`config.mk`:
```
export PLATFORM = sky130hd
export DESIGN_NAME = mdio_master
export DESIGN_NICKNAME = d
export VERILOG_FILES = /design/src/rtl/mdio_master.sv
export SDC_FILE = /design/constraint.sdc
export NUM_CORES = 1
export LEC_CHECK = 0
export ABC_AREA = 0
export BUFFER_PORTS_ARGS = -buffer_cell sky130_fd_sc_hd__buf_2
export CORE_MARGIN = 2
export CORE_UTILIZATION = 55
export CTS_BUF_LIST = sky130_fd_sc_hd__clkbuf_8 sky130_fd_sc_hd__clkbuf_16
export DETAILED_ROUTE_END_ITERATION = 10
export PLACE_DENSITY = 0.8
export REMOVE_ABC_BUFFERS = 1
export SETUP_SLACK_MARGIN = 0.3
export SLEW_MARGIN = 40
export SYNTH_ARGS = -nofsm -noshare
export SYNTH_HDL_FRONTEND = slang
export SYNTH_SLANG_ARGS = --single-unit
```
`constraint.sdc`:
```
create_clock -name clk -period 4.3 [get_ports clk]
set_input_delay 0.215 -clock clk [delete_from_list [all_inputs] [get_ports clk]]
set_output_delay 0.215 -clock clk [all_outputs]
set_load 0.1 [all_outputs]
```
`src/rtl/mdio_master.sv`:
```
module mdio_master #(
  parameter int HALF_DIV = 20
) (
  input  logic       clk,
  input  logic       rst_n,
  input  logic       host_we,
  input  logic [3:0] host_addr,
  input  logic [7:0] host_wdata,
  output logic [7:0] host_rdata,
  input  logic       mdio_in,
  output logic       mdc,
  output logic       mdio_out,
  output logic       mdio_oe
);
  localparam int FRAME_LEN = 64;
  localparam int TA_IDX    = 46;
  localparam int DATA_IDX  = 48;
  localparam int IDX_W     = $clog2(FRAME_LEN);
  localparam int DIV_W     = $clog2(HALF_DIV + 1);
  localparam logic [DIV_W-1:0] DIV_LAST = DIV_W'(HALF_DIV - 1);

  logic [7:0] cmd_d0, cmd_d1, cmd_a;
  logic [1:0] pa_hi;
  logic       wr_flag, busy, is_rd, fail, mdc_en;
  logic [7:0] st_lo, st_hi;
  logic [DIV_W-1:0] div_cnt;
  logic [FRAME_LEN-1:0] sr;
  logic [IDX_W-1:0] idx;
  logic [15:0] rd_sh;

  logic        tick, rise, fall, start, new_wr;
  logic [4:0]  new_phy;
  logic [63:0] new_frame;

  assign tick  = busy && mdc_en && (div_cnt == DIV_LAST);
  assign rise  = tick && !mdc;
  assign fall  = tick && mdc;
  assign start = host_we && !busy && (host_addr == 4'd3) && host_wdata[7];

  assign new_wr    = host_wdata[2];
  assign new_phy   = {host_wdata[1:0], cmd_a[7:5]};
  assign new_frame = {32'hFFFF_FFFF, 2'b01, new_wr ? 2'b01 : 2'b10, new_phy, cmd_a[4:0],
                      new_wr ? 2'b10 : 2'b11, new_wr ? {cmd_d1, cmd_d0} : 16'hFFFF};

  assign mdio_out = busy ? sr[FRAME_LEN-1] : 1'b1;
  assign mdio_oe  = busy && !(is_rd && (idx >= IDX_W'(TA_IDX)));

  always_comb begin
    case (host_addr)
      4'd0:    host_rdata = cmd_d0;
      4'd1:    host_rdata = cmd_d1;
      4'd2:    host_rdata = cmd_a;
      4'd3:    host_rdata = {busy, 4'b0000, wr_flag, pa_hi};
      4'd4:    host_rdata = st_lo;
      4'd5:    host_rdata = st_hi;
      4'd7:    host_rdata = {fail, 7'b0};
      4'd8:    host_rdata = {3'b000, mdc_en, 4'b0000};
      default: host_rdata = 8'h00;
    endcase
  end

  always_ff @(posedge clk) begin
    if (!rst_n) begin
      cmd_d0  <= '0;
      cmd_d1  <= '0;
      cmd_a   <= '0;
      pa_hi   <= '0;
      wr_flag <= 1'b0;
      busy    <= 1'b0;
      is_rd   <= 1'b0;
      fail    <= 1'b0;
      mdc_en  <= 1'b1;
      st_lo   <= '0;
      st_hi   <= '0;
      div_cnt <= '0;
      mdc     <= 1'b0;
      sr      <= '0;
      idx     <= '0;
      rd_sh   <= '0;
    end else begin
      if (host_we && host_addr == 4'd8)
        mdc_en <= host_wdata[4];
      if (host_we && !busy) begin
        case (host_addr)
          4'd0: cmd_d0 <= host_wdata;
          4'd1: cmd_d1 <= host_wdata;
          4'd2: cmd_a  <= host_wdata;
          4'd3: begin
            pa_hi   <= host_wdata[1:0];
            wr_flag <= host_wdata[2];
          end
          default: ;
        endcase
      end
      if (start) begin
        busy    <= 1'b1;
        is_rd   <= !new_wr;
        fail    <= 1'b0;
        sr      <= new_frame;
        idx     <= '0;
        div_cnt <= '0;
        mdc     <= 1'b0;
      end else if (busy && mdc_en) begin
        div_cnt <= tick ? '0 : div_cnt + 1'b1;
        if (tick)
          mdc <= !mdc;
        if (rise && is_rd) begin
          if (idx == IDX_W'(TA_IDX + 1) && mdio_in)
            fail <= 1'b1;
          if (idx >= IDX_W'(DATA_IDX))
            rd_sh <= {rd_sh[14:0], mdio_in};
        end
        if (fall) begin
          if (idx == IDX_W'(FRAME_LEN - 1)) begin
            busy <= 1'b0;
            if (is_rd) begin
              st_lo <= rd_sh[7:0];
              st_hi <= rd_sh[15:8];
            end
          end else begin
            idx <= idx + 1'b1;
            sr  <= {sr[FRAME_LEN-2:0], 1'b0};
          end
        end
      end
    end
  end

  AST_IDLE_MDC_LOW: assert property (@(posedge clk) disable iff (!rst_n) !busy |-> !mdc);
  AST_MDC_FROZEN: assert property (@(posedge clk) disable iff (!rst_n) (busy && !mdc_en) |=> $stable(mdc));
  AST_CMD_HELD: assert property (@(posedge clk) disable iff (!rst_n) busy |=> ($stable(cmd_d0) && $stable(cmd_a)));
  AST_IDX_STEP: assert property (@(posedge clk) disable iff (!rst_n) busy |=> (!busy || idx == $past(idx) || idx == $past(idx) + 1'b1));
  AST_END_AT_LAST: assert property (@(posedge clk) disable iff (!rst_n) $fell(busy) |-> $past(idx) == IDX_W'(FRAME_LEN - 1));
  AST_NO_FAIL_ON_WRITE: assert property (@(posedge clk) disable iff (!rst_n) (busy && !is_rd) |-> !fail);
  AST_OUT_AT_FALL: assert property (@(posedge clk) disable iff (!rst_n) (busy && $past(busy) && !$stable(mdio_out)) |-> $fell(mdc));
endmodule

```
==> impl_metrics.toml, run 1 <==
[status]
status = "finished, final reports clean"

[yosys]
synth_seq_cells = 139
synth_edf_count = 0
ys_seq_area_share_pct = 44.9
synth_ff_type = "dfxtp_1"
async_flop_share_pct = 0
syn_avg_cell_area_um2 = 8.90
syn_area_um2 = 6190
yosysWarnings = 0
synthDistinctLibCells = 59
syn_inst = 696

[setup_path]
crit_type = "reg2reg"
crit_slowest_cell = "or4b_4"
worstPathArrival_ps = 2900
crit_fanout = 38
reg2reg_slack_ps = 1730
endpoint_kind = "register"
slowest_delay_ps = 630
required_ps = 4620
startpoint_type = "register"
path_cells = "or4b_4 -> nor2_4 -> buf_4 -> a22oi_1 -> a21boi_0"

[clock_network]
cts-resized-gates = 0
htree_levels = 4
numCtsBuffers = 17
cts-root-buf = "clkbuf_16"
cts_hold_buf = 0
ctsLongestPathBuffers = 2
cts_sinks = 139
cts_tree = "done"
clk-insertion-delay-late_ps = 420
cts_setup_buffers = 0
clk_pin_slew_worst_paths_ps = 60

[die]
initial_core_util_pct = 56.6
core_area_um2 = 10900
die_h_um = 110
die_w_um = 110
die_area_um2 = 12100
rows = 38
io-pin-count = 27

[sta]
tns_ps = 0
slew_violations = 0
fin_hold_ws_ps = 70.7
min_period_over_period_pct = 59.9
setup_viol = 0
rsz0062_at_grt = "false"
finalClockSkew_ps = 10.2
finalHoldViolCount = 0
tightest_slew_ps = 648
post-route-min-period_ps = 2570
fmaxAchievable_mhz = 389
max_slew_margin_pct = 56.8

[routing]
drc = 0
ant_nets = 0
vias = 5157
routed_wirelength_mm = 13.8
wl_met1_mm = 5.91
highest_layer = "met4"
wl_per_cell_um = 16.4
firstDrtPassIters = 5
drt_iter0_markers = 442
viasPerCell = 6.12
wl_met3_um = 796
wl_met2_mm = 6.88

[placed_design]
port_buffers = 26
gp_congestion = 0.835
dp_hpwl_mm = 8.87
dp_cells = 811

[cells_and_area]
final_cell_count_no_fill = 843
post-route-util_pct = 63.1
num-fill-cells = 896
multi_input_area_um2 = 3100
num_antenna_cells = 0
area_growth_syn_to_layout_pct = 11.4
regArea_um2 = 2780
final_cell_mix = "dfxtp_1 (139), nand2_1 (86), nand3_1 (61)"
nNetsFinal = 709
final_common_cell = "dfxtp_1"
drive_gt1_share_pct = 12.5

[global_route]
grt_pass1_vias = 4735
grt_use_total_pct = 24.5
antenna_found_initial = 0
grt_pass1_wl_mm = 23.2
grt_overflow_total = 0
grt_max_degree = 105

[power]
total_power_uw = 2890
power_leakage_uw = 0.00267
ir_drop_mv = 0.247
p_per_area_nw_per_um2 = 419

[job]
cap_violations = 0

[hold_path]
hold_path.class = "in2reg"
==> cells in the mapped netlist (3+ instances only) <==
library cell	n	area share, %
dfxtp_1	139	45
nand2_1	86	5.2
nand3_1	61	4.9
nor2_1	47	2.8
nor3_1	42	3.4
mux2i_1	39	6.3
clkbuf_1	38	2.3
nor3b_1	37	4.5
a21boi_0	36	4.4
a22oi_1	20	2.4
nand2b_1	17	1.7
buf_2	15	1.2
o21ai_0	12	0.97
a21oi_1	10	0.81
o221ai_1	10	1.4
nor2b_1	9	0.91
mux2_2	7	1.3
inv_1	6	0.36
nand4_1	5	0.51
buf_6	4	0.73
ha_1	3	0.61
o211ai_1	3	0.36
==> routing by layer <==
layer  global-route usage (%)  up-vias
met2                     39.3      187
met3                     6.23       29
li1                         -     2464
met1                     31.6     2477
met5                        0        -
met4                     9.64        0
==> cell families (layout without fill, tap and decap cells) <==
group	count (synthesis)	count (layout)	share of synthesized area (%)
DFF	139	139	44.9
xor gates and xnor gates	2	2	0.283
adders and majority gates	3	3	0.606
muxes	47	47	7.94
and+or+nand+nor	324	324	27.3
AOI/OAI and AO/OA	114	114	13.6
buffers and inverters	67	74	5.43
==> registers in the layout, summed over array words and instances (netlist names), 2 cells and up <==
signal and count:
cmd_a 8, st_hi 8, cmd_d0 8, div_cnt 5
sr 64, cmd_d1 8, idx 6, st_lo 8
pa_hi 2, rd_sh 16
==> where the power goes <==
part | leakage, µW | switching [µW] | internal (µW)
Sequential | 0.00112 | 6.79 | 1300
Clock | 0.000305 | 538 | 936
Combinational | 0.00125 | 75.2 | 36.5
==> through the flow <==
stage          setup slack [ps]  instance area [µm²]
2_1_floorplan               583                 5880
3_3_place_gp               1930                 6290
3_5_place_dp               1810                 6290
4_1_cts                    1710                 6890
5_1_grt                    1560                 6900
6_report                   1730                 6900
==> worst max-delay path: cells and delay by family, from the launching register on <==
kind | cells | cell delay, ps
AO/OA/AOI/OAI | 2 | 380
flip-flops | 1 | 470
AND/OR/NAND/NOR | 2 | 1150
buffers and inverters | 1 | 470
==> layout make-up <==
class / instances / share of cell area, %
sequential: 139 / 40.3
multi-input combinational: 490 / 45.0
tap: 140 / 2.54
clock inverter: 13 / 2.19
timing repair buffer: 36 / 3.06
inverter: 6 / 0.326
clock buffer: 19 / 6.56
==> worst paths after layout <==
check / cells past startpoint / startpoint / to
max: 5 / busy / sr[11]
min: 3 / mdio_in / rd_sh[0]
max reg2reg: 5 / busy / sr[11]
min reg2reg: 2 / sr[31] / sr[31]
Note: power is estimated with default switching activity, not from simulation.
==> inputs of run 2 (changes only) <==
--- a/config.mk
+++ b/config.mk
@@ -5,7 +5,7 @@
 export SDC_FILE = /design/constraint.sdc
 export NUM_CORES = 1
 export LEC_CHECK = 0
-export ABC_AREA = 0
+export ABC_AREA = 1
 export BUFFER_PORTS_ARGS = -buffer_cell sky130_fd_sc_hd__buf_2
 export CORE_MARGIN = 2
 export CORE_UTILIZATION = 55
==> constraint.sdc (replaced) <==
create_clock -name clk -period 2.7 [get_ports clk]
set_input_delay 0.135 -clock clk [delete_from_list [all_inputs] [get_ports clk]]
set_output_delay 0.135 -clock clk [all_outputs]
set_load 0.1 [all_outputs]
==> run 2 against run 1 <==
Effect of this change: via count grew 7.4%; non-clock buffer count grew 11; die area shrank 2.5%; total power grew 54%.
==> impl_metrics.toml, run 2 <==
[clock_network]
cts_setup_buffers = 0
htree_levels = 4
cts-root-buf = "clkbuf_8"
clk_pin_slew_worst_paths_ps = 60
cts_sinks = 139
numCtsBuffers = 17
ctsLongestPathBuffers = 2
cts_tree = "done"
clk-insertion-delay-late_ps = 540

[yosys]
synth_edf_count = 0
synth.most_common_cell = "nor2_1"
syn_area_um2 = 6030
synth_seq_cells = 139
synth_area_leaders = "dfxtp_1 (46%), nor2_1 (13%), nand2_1 (8.0%)"
synth_common_cells = "nor2_1 (210), dfxtp_1 (139), nand2_1 (128)"
async_flop_share_pct = 0
synth_top_area_share_pct = 46.1
syn_inst = 871
synth_ff_type = "dfxtp_1"
synth_top_area_cell = "dfxtp_1"
syn_avg_cell_area_um2 = 6.92
ys_seq_area_share_pct = 46.1
yosysWarnings = 0
synthDistinctLibCells = 29

[routing]
vias = 5539
drt_iter0_markers = 412
routed_wirelength_mm = 14.0
ant_nets = 0
drc = 0
viasPerCell = 5.33
wl_per_cell_um = 13.4
firstDrtPassIters = 5

[sta]
finalHoldViolCount = 0
fmaxAchievable_mhz = 465
slew_violations = 0
rsz0062_at_grt = "false"
finalClockSkew_ps = 10.4
post-route-min-period_ps = 2150
min_period_over_period_pct = 79.7
tns_ps = 0
setup_viol = 0
max_slew_margin_pct = 52.4
tightest_slew_ps = 712

[cells_and_area]
final_area_um2 = 6880
top_regs = "sr x64, rd_sh x16"
num_antenna_cells = 0
largest_register_ffs = 64
final_cell_count_no_fill = 1040
final_common_cell = "nor2_1"
final_cell_mix = "nor2_1 (210), dfxtp_1 (139), nand2_1 (128)"
largest_register = "sr"
nNetsFinal = 906
num-fill-cells = 1017
drive_gt1_share_pct = 8.78
area_growth_syn_to_layout_pct = 14.0

[die]
die_w_um = 109
core_area_um2 = 10700
die_h_um = 109
initial_core_util_pct = 56.1
rows = 38
io-pin-count = 27
die_area_um2 = 11800

[global_route]
grt_max_degree = 62
antenna_found_initial = 0
grt_use_total_pct = 25.2
grt_pass1_wl_mm = 23.1
grt_pass1_vias = 5009
grt_overflow_total = 0

[placed_design]
dpl_cell_area_um2 = 6200
dp_cells = 998
dp_hpwl_mm = 8.79
port_buffers = 26
gp_congestion = 0.886

[setup_path]
startpoint_type = "register"
endpoint_kind = "register"
reg2reg_to = "sr[17]"
r2r_start = "idx[4]"
required_ps = 3170
worstRegToRegCells = 9
worstPathArrival_ps = 2630
crit_type = "reg2reg"
reg2reg_slack_ps = 550
crit_fanout = 37

[status]
status = "finished, final reports clean"

[job]
cap_violations = 0

[power]
ir_drop_mv = 0.466
p_per_area_nw_per_um2 = 649
power_leakage_uw = 0.00254
total_power_uw = 4460

[hold_path]
hold_start = "host_we"
hold_path.class = "in2reg"
hold_end = "mdc_en"
hold_depth = 5
## run 2: cell count changes in the layout (fill, tap and decap cells not counted), moves of 20 or more
| cell | before | now |
|---|---|---|
| nor2_1 | 45 | 210 |
| a21boi_0 | 36 | 0 |
| mux2i_1 | 39 | 0 |
| a22oi_1 | 20 | 0 |
| nor3b_1 | 37 | 0 |
| nand2_1 | 86 | 128 |
| inv_1 | 8 | 66 |
| nand3_1 | 61 | 39 |
| o21ai_0 | 12 | 83 |
| a21oi_1 | 10 | 82 |
| nor3_1 | 42 | 21 |
## run 2: layout make-up
class	instances	area [µm²]	share of cell area [%]
Multi-Input combinational cell	615	2780	40.5
Timing Repair Buffer	47	313	4.55
Clock buffer	19	442	6.42
Tap cell	140	175	2.55
Clock inverter	13	126	1.84
Inverter	67	255	3.71
Sequential cell	139	2780	40.5
## run 2: repair_timing
item | CTS | global route
hold buffers | 10 | 0
hold endpoints to repair | 39 | 0
endpoints found under the setup margin | 0 | 16
resized for setup | 0 | 1
## run 2: worst max-delay path by stage
stage | startpoint | to | depth (start not counted)
global route | idx[4] | sr[21] | 9
finish | idx[4] | sr[17] | 9
global placement | idx[4] | sr[28] | 10
floorplan | mdc | sr[28] | 5
CTS | idx[4] | sr[17] | 9
detailed placement | idx[4] | sr[17] | 9
## run 2: kinds of logic after synthesis
group / count (synthesis) / synth area share (%)
compound gates: 176 / 14.9
xor+xnor: 6 / 0.871
fa+ha+maj: 3 / 0.622
buf+inv: 117 / 7.82
flops: 139 / 46.1
simple gates: 430 / 29.6
## run 2: metrics by stage
stage | setup WS, ps | util, % | hold slack (ps)
after floorplan | -406 | - | 234
after global placement | 543 | 57.7 | 393
after detailed placement | 482 | 57.7 | 399
after CTS | 438 | 63.9 | 33.7
after global routing | 332 | 64.0 | 106
final | 548 | 64.0 | 66.7
## run 2: worst max-delay path, cell delays in order, from the launching register on
cell and delay, ps:
dfxtp_1 360, nand2_1 160, clkinvlp_4 300, nand2_1 180, buf_4 270, nand3_2 130, nand2_2 70, buf_4 340
o21ai_0 160, nor2_1 100
## run 2: routing by layer
metal	track usage (%)	vias up	part of all wire (%)
li1	-	2854	-
met1	31.4	2539	45
met4	11.8	0	2.6
met3	5.80	29	4.3
met2	41.3	117	48
met5	0	-	0
## run 2: report_power, final
part	internal [µW]	switching (µW)	leakage (µW)	total (µW)
combinational	47.8	116	0.00114	164
sequential	2070	10.5	0.00112	2080
clock	1350	872	0.000273	2220
total	3470	998	0.00254	4460
==> inputs of run 3 (changes only) <==
--- a/config.mk
+++ b/config.mk
@@ -11,7 +11,7 @@
 export CORE_UTILIZATION = 55
 export CTS_BUF_LIST = sky130_fd_sc_hd__clkbuf_8 sky130_fd_sc_hd__clkbuf_16
 export DETAILED_ROUTE_END_ITERATION = 10
-export PLACE_DENSITY = 0.8
+export PLACE_DENSITY = 0.83
 export REMOVE_ABC_BUFFERS = 1
 export SETUP_SLACK_MARGIN = 0.3
 export SLEW_MARGIN = 40
==> constraint.sdc (replaced) <==
create_clock -name clk -period 1.8 [get_ports clk]
set_input_delay 0.09 -clock clk [delete_from_list [all_inputs] [get_ports clk]]
set_output_delay 0.09 -clock clk [all_outputs]
set_load 0.1 [all_outputs]
==> run 3 against run 2 <==
Effect of this change: the run now ends with design-rule violations, negative setup slack left; worst setup slack got worse by 700 ps; total power increased by 57%; register-to-register slack worse by 660 ps; routed wire length grew 97%; die area is the same; sequential power rose by 50%; sequential share of layout area is 11 points lower; worst hold slack better by 11 ps; critical endpoint is now host_rdata[1].
==> impl_metrics.toml, run 3 (synthesis gave the netlist of run 2 again) <==
[routing]
ant_nets = 0
viasPerCell = 6.70
vias = 7594
routed_wirelength_mm = 27.6
wl_per_cell_um = 24.3
drc = 5
drt_iter0_markers = 1108
firstDrtPassIters = 11

[sta]
layout_setup_ws_ps = -155
fin_hold_ws_ps = 78.1
finalClockSkew_ps = 7.73
fmaxAchievable_mhz = 512
finalHoldViolCount = 0
max_slew_margin_pct = 59.7
slew_violations = 0
tns_ps = -546
min_period_over_period_pct = 109
tightest_slew_ps = 605
post-route-min-period_ps = 1950
setup_viol = 9
rsz0062_at_grt = "true"

[setup_path]
crit_fanout = 7
worstPathArrival_ps = 1860
startpoint_type = "input pin"
worstRegToRegCells = 9
endpoint_kind = "output port"
required_ps = 1710
reg2reg_slack_ps = -110
r2r_start = "idx[3]"
crit_type = "in2out"
reg2reg_to = "sr[29]"

[power]
total_power_uw = 6990
p_int_uw = 5230
power_leakage_uw = 0.00361
p_per_area_nw_per_um2 = 731
ir_drop_mv = 0.972
switchingPower_uw = 1760
p_comb_share_pct = 6.0
p_seq_share_pct = 44.7
swShare_pct = 25.2
power.share.clock_pct = 49.3

[cells_and_area]
largest_register_ffs = 64
largest_register = "sr"
final_common_cell = "nor2_1"
drive_gt1_share_pct = 40.9
num_antenna_cells = 0
top_regs = "sr x64, rd_sh x16"
final_cell_mix = "nor2_1 (153), dfxtp_1 (113), nand2_1 (99)"
nNetsFinal = 1001
area_growth_syn_to_layout_pct = 58.5

[die]
die_w_um = 109
die_area_um2 = 11800
rows = 38
core_area_um2 = 10700
io-pin-count = 27
die_h_um = 109
initial_core_util_pct = 56.1

[job]
cap_violations = 0

[hold_path]
hold_depth = 4
hold_start = "rst_n"
hold_path.class = "in2reg"
hold_end = "sr[44]"

[global_route]
grt_use_total_pct = 37.0
grt_max_degree = 77
grt_pass1_wl_mm = 33.1
grt_pass1_vias = 6505
grt_overflow_total = 0
antenna_found_initial = 0

[clock_network]
cts-root-buf = "clkbuf_8"
clk_pin_slew_worst_paths_ps = 70
htree_levels = 4
ctsLongestPathBuffers = 2
numCtsBuffers = 17
cts_tree = "done"
clk-insertion-delay-late_ps = 560
cts_sinks = 139

[placed_design]
port_buffers = 26
dp_hpwl_mm = 9.19
gp_congestion = 0.864

[status]
status = "finished, violations left"
violations = "design-rule violations, negative setup slack"
run 3: changes by cell type in the layout (fill, tap and decap cells not counted), sizes merged:
cell / change
buf: +84
bufbuf: +2
clkbuf: +7
clkinv: +1
clkinvlp: -2
inv: +1
nand3: +1
run 3: worst max-delay path, cell delays in order:
cell	delay (ps)
buf_2	130
inv_1	80
nor2_1	210
nand2_1	420
o21ai_2	310
a21oi_2	60
nand3b_1	310
buf_12	230
run 3: per-layer routing:
| metal | up-vias | share of wire, % | global-route usage [%] |
|---|---|---|---|
| met5 | - | 0 | 0 |
| li1 | 3077 | - | - |
| met4 | 0 | 11 | 22.1 |
| met1 | 3456 | 32 | 41.7 |
| met3 | 337 | 12 | 9.74 |
| met2 | 724 | 45 | 62.7 |
run 3: area by class of cell:
class | instances | area, µm²
clock buffers | 18 | 428
flip-flops and latches | 139 | 2830
inverters | 67 | 277
fillers | 426 | 1180
well taps | 140 | 175
multi-input cells | 616 | 3710
clock inverters | 13 | 131
repair buffers | 141 | 2010
run 3: how the worst max path moves through the flow:
stage | start | endpoint | cells past startpoint
after floorplan | mdc | sr[28] | 5
after global placement | idx[0] | sr[1] | 9
after detailed placement | idx[0] | sr[13] | 9
after CTS | idx[1] | mdio_oe | 6
after global routing | host_addr[0] | host_rdata[1] | 8
final | host_addr[0] | host_rdata[1] | 8
run 3: per-stage QoR:
stage / util (%) / std cells / area (µm²) / setup slack, ps
6_report: 89.0 / 1134 / 9560 / -155
5_1_grt: 89.0 / 1134 / 9560 / -183
4_1_cts: 81.9 / 1115 / 8800 / -34.9
3_3_place_gp: 61.1 / 1018 / 6560 / 121
3_5_place_dp: 61.1 / 1018 / 6560 / 71.7
2_1_floorplan: - / 821 / 5810 / -1310
run 3: power groups by stage:
stage	clock network, µW	registers, µW	logic (µW)
finish	3450	3120	416
global route	3560	3120	428
CTS	3320	3120	316
detailed placement	0	3190	248
global placement	0	3190	246
floorplan	0	3180	132
run 3: what timing repair did:
item,CTS,global route
endpoints found under the setup margin,107,139
setup buffers,34,14
gates resized for setup,254,180
hold endpoints to repair,30,0
hold buffers,10,0
pin swaps,64,41
gates cloned,22,5
